### src/rtl/i2c_tgt_pkg.sv
package i2c_tgt_pkg;
  localparam int BYTE_W = 8;
  localparam int BCNT_W = 4;

  typedef enum logic [2:0] {
    ST_IDLE,
    ST_ADDR,
    ST_ADDR_ACK,
    ST_WR,
    ST_WR_ACK,
    ST_RD,
    ST_RD_ACK
  } tgt_state_t;
endpackage

### src/rtl/i2c_line_sync.sv
module i2c_line_sync #(
  parameter int STAGES = 2
) (
  input  logic clk,
  input  logic rst_n,
  input  logic line_i,
  output logic level_o,
  output logic rise_o,
  output logic fall_o
);
  logic [STAGES-1:0] sync_q;
  logic [STAGES-1:0] sync_d;
  logic              prev_q;

  always_comb begin
    sync_d = {sync_q[STAGES-2:0], line_i};
  end

  // bus idles high, so reset to 1
  always_ff @(posedge clk or negedge rst_n) begin
    if (!rst_n) begin
      sync_q <= '1;
      prev_q <= 1'b1;
    end else begin
      sync_q <= sync_d;
      prev_q <= sync_q[STAGES-1];
    end
  end

  assign level_o = sync_q[STAGES-1];
  assign rise_o  = level_o & ~prev_q;
  assign fall_o  = ~level_o & prev_q;
endmodule

### src/rtl/i2c_strap_latch.sv
module i2c_strap_latch (
  input  logic       clk,
  input  logic       rst_n,
  input  logic [1:0] strap_i,
  output logic [1:0] strap_o
);
  logic [1:0] strap_q, strap_d;
  logic       taken_q, taken_d;

  always_comb begin
    taken_d = 1'b1;
    strap_d = taken_q ? strap_q : strap_i;
  end

  always_ff @(posedge clk or negedge rst_n) begin
    if (!rst_n) begin
      strap_q <= 2'b00;
      taken_q <= 1'b0;
    end else begin
      strap_q <= strap_d;
      taken_q <= taken_d;
    end
  end

  assign strap_o = strap_q;

  assert_strap_hold_R3: assert property (@(posedge clk) disable iff (!rst_n)
    taken_q |=> $stable(strap_q));
endmodule

### src/rtl/i2c_strap_target.sv
module i2c_strap_target
  import i2c_tgt_pkg::*;
#(
  parameter int         IDX_W       = 8,
  parameter int         SYNC_STAGES = 2,
  parameter logic [4:0] ADDR_HI     = 5'b10111
) (
  input  logic              clk,
  input  logic              rst_n,
  input  logic [1:0]        strap_i,
  input  logic              scl_i,
  input  logic              sda_i,
  output logic              sda_oe_o,
  output logic [IDX_W-1:0]  reg_idx_o,
  output logic [BYTE_W-1:0] reg_wdata_o,
  output logic              reg_wr_o,
  output logic              reg_rd_o,
  input  logic [BYTE_W-1:0] reg_rdata_i
);
  localparam int NLINES = 2;
  localparam logic [BCNT_W-1:0] FULL = BCNT_W'(BYTE_W);

  // reset: asserted asynchronously, released on the clock
  logic [1:0] rs_q;
  logic       rst_ni;
  always_ff @(posedge clk or negedge rst_n) begin
    if (!rst_n) rs_q <= 2'b00;
    else        rs_q <= {rs_q[0], 1'b1};
  end
  assign rst_ni = rs_q[1];

  // bus line synchronizers: index 0 = SCL, 1 = SDA
  logic [NLINES-1:0] line_in, lvl, rise, fall;
  assign line_in = {sda_i, scl_i};
  for (genvar g = 0; g < NLINES; g++) begin : g_line
    i2c_line_sync #(.STAGES(SYNC_STAGES)) u_sync (
      .clk(clk), .rst_n(rst_ni), .line_i(line_in[g]),
      .level_o(lvl[g]), .rise_o(rise[g]), .fall_o(fall[g])
    );
  end

  logic scl_lvl, scl_rise, scl_fall, sda_lvl, start_ev, stop_ev;
  assign scl_lvl  = lvl[0];
  assign scl_rise = rise[0];
  assign scl_fall = fall[0];
  assign sda_lvl  = lvl[1];
  assign start_ev = fall[1] & scl_lvl;
  assign stop_ev  = rise[1] & scl_lvl;

  logic [1:0] strap;
  i2c_strap_latch u_strap (.clk(clk), .rst_n(rst_ni), .strap_i(strap_i), .strap_o(strap));

  tgt_state_t        state_q, state_d;
  logic [BCNT_W-1:0] bcnt_q, bcnt_d;
  logic [BYTE_W-1:0] sh_q, sh_d, wdata_q, wdata_d;
  logic [IDX_W-1:0]  idx_q, idx_d;
  logic              oe_q, oe_d, rw_q, rw_d, first_q, first_d;
  logic              inc_q, inc_d, mack_q, mack_d, wr_q, wr_d, rd_q, rd_d;
  logic              load_rd;
  logic              addr_hit;

  assign addr_hit = (sh_q[7:1] == {ADDR_HI, strap});

  always_comb begin
    state_d = state_q; bcnt_d = bcnt_q; sh_d = sh_q; wdata_d = wdata_q;
    idx_d = idx_q; oe_d = oe_q; rw_d = rw_q; first_d = first_q;
    inc_d = inc_q; mack_d = mack_q; wr_d = 1'b0; rd_d = 1'b0;
    load_rd = 1'b0;
    if (start_ev) begin
      state_d = ST_ADDR; bcnt_d = '0; oe_d = 1'b0;
    end else if (stop_ev) begin
      state_d = ST_IDLE; oe_d = 1'b0;
    end else begin
      unique case (state_q)
        ST_ADDR: begin
          if (scl_rise) begin
            sh_d = {sh_q[BYTE_W-2:0], sda_lvl}; bcnt_d = bcnt_q + 1'b1;
          end else if (scl_fall && bcnt_q == FULL) begin
            if (addr_hit) begin
              state_d = ST_ADDR_ACK; oe_d = 1'b1; rw_d = sh_q[0]; first_d = 1'b1;
            end else begin
              state_d = ST_IDLE;
            end
          end
        end
        ST_ADDR_ACK: begin
          if (scl_fall) begin
            if (rw_q) begin
              load_rd = 1'b1;
            end else begin
              state_d = ST_WR; oe_d = 1'b0; bcnt_d = '0;
            end
          end
        end
        ST_WR: begin
          if (scl_rise) begin
            sh_d = {sh_q[BYTE_W-2:0], sda_lvl}; bcnt_d = bcnt_q + 1'b1;
          end else if (scl_fall && bcnt_q == FULL) begin
            state_d = ST_WR_ACK; oe_d = 1'b1;
            if (first_q) begin
              idx_d = IDX_W'(sh_q); first_d = 1'b0;
            end else begin
              wr_d = 1'b1; wdata_d = sh_q; inc_d = 1'b1;
            end
          end
        end
        ST_WR_ACK: begin
          if (scl_fall) begin
            state_d = ST_WR; oe_d = 1'b0; bcnt_d = '0;
            if (inc_q) begin
              idx_d = idx_q + 1'b1; inc_d = 1'b0;
            end
          end
        end
        ST_RD: begin
          if (scl_rise) begin
            bcnt_d = bcnt_q + 1'b1;
          end else if (scl_fall) begin
            if (bcnt_q == FULL) begin
              state_d = ST_RD_ACK; oe_d = 1'b0;
            end else begin
              sh_d = {sh_q[BYTE_W-2:0], 1'b0}; oe_d = ~sh_q[BYTE_W-2];
            end
          end
        end
        ST_RD_ACK: begin
          if (scl_rise) begin
            mack_d = ~sda_lvl;
          end else if (scl_fall) begin
            if (mack_q) load_rd = 1'b1;
            else state_d = ST_IDLE;
          end
        end
        default: ;
      endcase
    end
    if (load_rd) begin
      state_d = ST_RD; sh_d = reg_rdata_i; oe_d = ~reg_rdata_i[BYTE_W-1];
      rd_d = 1'b1; idx_d = idx_q + 1'b1; bcnt_d = '0;
    end
  end

  always_ff @(posedge clk or negedge rst_ni) begin
    if (!rst_ni) begin
      state_q <= ST_IDLE; bcnt_q <= '0; sh_q <= '0; wdata_q <= '0;
      idx_q <= '0; oe_q <= 1'b0; rw_q <= 1'b0; first_q <= 1'b0;
      inc_q <= 1'b0; mack_q <= 1'b0; wr_q <= 1'b0; rd_q <= 1'b0;
    end else begin
      state_q <= state_d; bcnt_q <= bcnt_d; sh_q <= sh_d; wdata_q <= wdata_d;
      idx_q <= idx_d; oe_q <= oe_d; rw_q <= rw_d; first_q <= first_d;
      inc_q <= inc_d; mack_q <= mack_d; wr_q <= wr_d; rd_q <= rd_d;
    end
  end

  assign sda_oe_o    = oe_q;
  assign reg_idx_o   = idx_q;
  assign reg_wdata_o = wdata_q;
  assign reg_wr_o    = wr_q;
  assign reg_rd_o    = rd_q;

  assert_idle_released_R4: assert property (@(posedge clk) disable iff (!rst_ni)
    (state_q == ST_IDLE) |-> !oe_q);
  assert_addr_ack_low_R2: assert property (@(posedge clk) disable iff (!rst_ni)
    (state_q == ST_ADDR_ACK) |-> oe_q);
  assert_oe_on_low_R9: assert property (@(posedge clk) disable iff (!rst_ni)
    $rose(oe_q) |-> !scl_lvl);
  assert_wr_single_R10: assert property (@(posedge clk) disable iff (!rst_ni)
    wr_q |=> !wr_q);
  assert_rd_single_R10: assert property (@(posedge clk) disable iff (!rst_ni)
    rd_q |=> !rd_q);
  assert_strobe_excl_R10: assert property (@(posedge clk) disable iff (!rst_ni)
    !(wr_q && rd_q));
endmodule

### config.mk
export PLATFORM = sky130hd
export DESIGN_NAME = i2c_strap_target
export DESIGN_NICKNAME = d
export VERILOG_FILES = /design/src/rtl/i2c_tgt_pkg.sv /design/src/rtl/i2c_line_sync.sv /design/src/rtl/i2c_strap_latch.sv /design/src/rtl/i2c_strap_target.sv
export SDC_FILE = /design/constraint.sdc
export NUM_CORES = 1
export LEC_CHECK = 0
export ABC_AREA = 0
export BUFFER_PORTS_ARGS = -buffer_cell sky130_fd_sc_hd__buf_4
export CORE_MARGIN = 10
export CORE_UTILIZATION = 28
export DETAILED_ROUTE_END_ITERATION = 6
export SLEW_MARGIN = 20
export SYNTH_ARGS = -nofsm -noshare
export SYNTH_HDL_FRONTEND = slang
export SYNTH_SLANG_ARGS = --single-unit
### constraint.sdc
create_clock -name clk -period 1.54 [get_ports clk]
set_clock_uncertainty 0.2 [all_clocks]
set_input_delay 0.231 -clock clk [delete_from_list [all_inputs] [get_ports clk]]
set_output_delay 0.231 -clock clk [all_outputs]
set_load 0.05 [all_outputs]
==> flow_metrics.py <==
metrics = {
    "status": {
        "status": "finished, violations left",
        "violations": "hold timing, setup timing",
    },
    "critical_path": {
        "setup.worst_path.class": "flip-flop to flip-flop",
        "timing.rr.end": "bcnt_q[1]",
        "r2r_slack_ps": -520,
        "reg2regPathDepth": 5,
        "worstPathArrival_ps": 2050,
        "path_cells": "and2_4, a311o_2, a31oi_4, nor3_2, mux2_1",
        "cp.depth": 5,
        "critical_path.max_fanout": 7,
        "cp_data_required_time_ps": 1540,
        "slowest_delay_ps": 470,
        "crit_path_end": "bcnt_q[1]",
        "endpoint_kind": "flip-flop",
        "critPathLaunch": "state_q[2]",
        "cp_top_family": "compound AO/OA/AOI/OAI gates",
        "reg2reg_from": "state_q[2]",
        "worst-path-buf-inv": 0,
        "crit_path_top_delay_cell": "dfrtp_2",
        "startpoint_type": "flip-flop",
    },
    "power": {
        "leakagePower_nw": 1.99,
        "peakVddDrop_uv": 487,
        "p_total_mw": 4.46,
        "p_per_area_nw_per_um2": 1010,
    },
    "final_layout": {
        "drive_gt1_share_pct": 59.9,
        "fin_nets": 393,
        "multiInputGateArea_um2": 1720,
        "final_common_cell": "buf_4",
        "utilization_pct": 47.6,
        "ff_latch_area_um2": 1240,
        "syn2layout_area_growth_pct": 64.0,
        "post-route-cell-area_um2": 4420,
        "final_cell_mix": "buf_4 (98), dfrtp_1 (39), mux2_4 (23)",
        "diodes": 0,
        "fillers": 855,
    },
    "die": {
        "io_pins": 33,
        "die_height_um": 118,
        "die-area_um2": 13900,
        "initial_utilization_pct": 29.0,
        "core_area_um2": 9280,
        "dieWidth_um": 118,
        "num_rows": 35,
    },
    "timing": {
        "slew_violations": 0,
        "setup_ws_ps": -516,
        "setup_viol": 38,
        "fmax_ghz": 0.486,
        "timing.hold.ws_ps": -13.1,
        "finalCritPeriodShare_pct": 134,
        "rsz0062_at_grt": "yes",
        "finalHoldViolCount": 8,
        "min_period_ps": 2060,
    },
    "logic_synthesis": {
        "ys.warnings.count": 0,
        "synth_top_area_cell": "dfrtp_1",
        "ys_types": 61,
        "ys_seq_area_share_pct": 45.8,
        "synth_top_cell_area_share_pct": 40.0,
        "ys.flop_type": "dfrtp_1",
        "ys_seq_elements": 49,
        "avgSynthCellArea_um2": 10.9,
        "async_flop_share_pct": 100,
        "syn_inst": 247,
        "synth.top_cells.by_area": "dfrtp_1 (40%), mux2_2 (8.4%), dfstp_2 (5.9%)",
        "netlist_area_um2": 2690,
        "synth_edf_count": 0,
    },
    "grt": {
        "grt_max_degree": 34,
        "grt_antenna_before_repair": 0,
        "globalRoute.totalOverflow": 0,
        "gr-usage-all-layers_pct": 11.1,
        "grt_pass1_wl_um": 13000,
        "grt_pass1_vias": 2602,
    },
    "routing": {
        "initialDrtViolationCount": 186,
        "first_pass_iters": 4,
        "vias": 2491,
        "wl_um": 8200,
        "viasPerCell": 4.92,
        "drc": 0,
        "ant_nets": 0,
        "wl_per_cell_um": 16.2,
    },
    "placement": {
        "place.gp.congestion": 0.864,
        "placed_area_um2": 3710,
        "io_buffers": 32,
        "hpwl_um": 5310,
    },
    "job": {
        "drv_cap": 0,
    },
    "cts": {
        "clkLatencyLatePin_ps": 310,
        "h-tree-depth": 2,
        "cts_tree": "built",
        "cts_root_buf": "clkbuf_8",
        "cts_sinks": 49,
        "clk_pin_slew_worst_paths_ps": 90,
        "cts_buffer_depth": 2,
        "numCtsBuffers": 5,
    },
    "hold_path": {
        "hold_path_class": "flip-flop to async pin",
    },
}
## where the power goes
part	switching, mW	total (mW)	internal (mW)
Combinational	0.900	1.94	1.04
Clock	0.448	0.977	0.529
Sequential	0.110	1.54	1.43
## cell type report
cell class,count,share of cell area (%)
multi-input combinational,177,38.8
tap,129,3.65
clock inverter,2,0.850
clock buffer,6,1.87
inverter,13,1.16
timing repair buffer,130,25.6
sequential,49,28.0
## synth_stat cells (2+ instances only)
master	n
a21o_1	2
a21oi_1	10
a221oi_1	2
a2bb2oi_1	4
a31o_1	2
a31oi_1	3
and2_1	2
and3_1	2
buf_2	5
buf_6	3
dfrtp_1	43
dfstp_2	6
ha_1	3
inv_1	12
mux2_1	3
mux2_2	20
mux2_4	7
mux2i_1	3
nand2_1	16
nand2b_1	4
nand3_1	9
nand3b_1	2
nand4_1	2
nor2_1	18
nor2b_1	5
nor3_1	2
nor4_1	2
o211ai_1	5
o21a_1	2
o21ai_0	11
o22a_1	3
o22ai_1	2
o41a_1	2
xor2_1	3
## metrics by stage
| step | worst slack, ps | setup TNS, ps | instances |
|---|---|---|---|
| 6_report | -516 | -15450 | 506 |
| 5_1_grt | -580 | -17250 | 506 |
| 4_1_cts | -491 | -14250 | 499 |
| 3_5_place_dp | -634 | -19320 | 471 |
| 3_3_place_gp | -604 | -18930 | 471 |
| 2_1_floorplan | -455 | -12660 | 248 |
## metal layers
metal | GRT usage [%] | wire length [µm] | vias up
li1 | - | - | 1165
met1 | 13.8 | 3650 | 1266
met2 | 18.7 | 4150 | 51
met3 | 2.21 | 285 | 9
met4 | 3.25 | 118 | 0
met5 | 0 | 0 | -
## worst register-to-register path, cell delays in order (launching register included)
cell and delay, ps:
dfrtp_2 470, and2_4 200, a311o_2 390, a31oi_4 270, nor3_2 100, mux2_1 310
## kinds of logic after synthesis
logic type               count (synthesis)  share of synthesized area (%)
multiplexers                            33                           14.6
AO/OA/AOI/OAI                           63                           18.8
adder cells (fa/ha/maj)                  3                           1.39
flip-flops                              49                           45.8
other                                    1                          0.139
AND/OR/NAND/NOR                         72                           13.8
XOR/XNOR                                 3                          0.976
buffers and inverters                   23                           4.41
## registers in the layout (all words and copies together), names as in the netlist, 2 cells and up
| register | count |
|---|---|
| reg_idx_o | 8 |
| reg_wdata_o | 8 |
| sh_q | 8 |
| bcnt_q | 4 |
| g_line.u_sync.sync_q | 4 |
| state_q | 3 |
| g_line.u_sync.prev_q | 2 |
| rs_q | 2 |
| u_strap.strap_o | 2 |
## worst min path at each step
stage / depth (start not counted) / slack, ps / start / end
floorplan: 0 / -260 / rst_n / rs_q[0]
global placement: 1 / -190 / rst_n / rs_q[0]
detailed placement: 1 / -190 / rst_n / rs_q[0]
CTS: 0 / 4 / rs_q[1] / state_q[0]
global route: 0 / 20 / rs_q[1] / reg_rd_o
finish: 0 / -10 / rs_q[1] / bcnt_q[2]
## timing repair
action / in CTS / in global routing
pin swaps: 26 / 11
setup endpoints to repair: 38 / 38
hold endpoints to repair: 6 / 0
gates resized for setup: 72 / 23
setup buffers: 14 / 9
hold buffers: 5 / 0
cloned: 1 / 0
(Power assumes the default switching activity.)
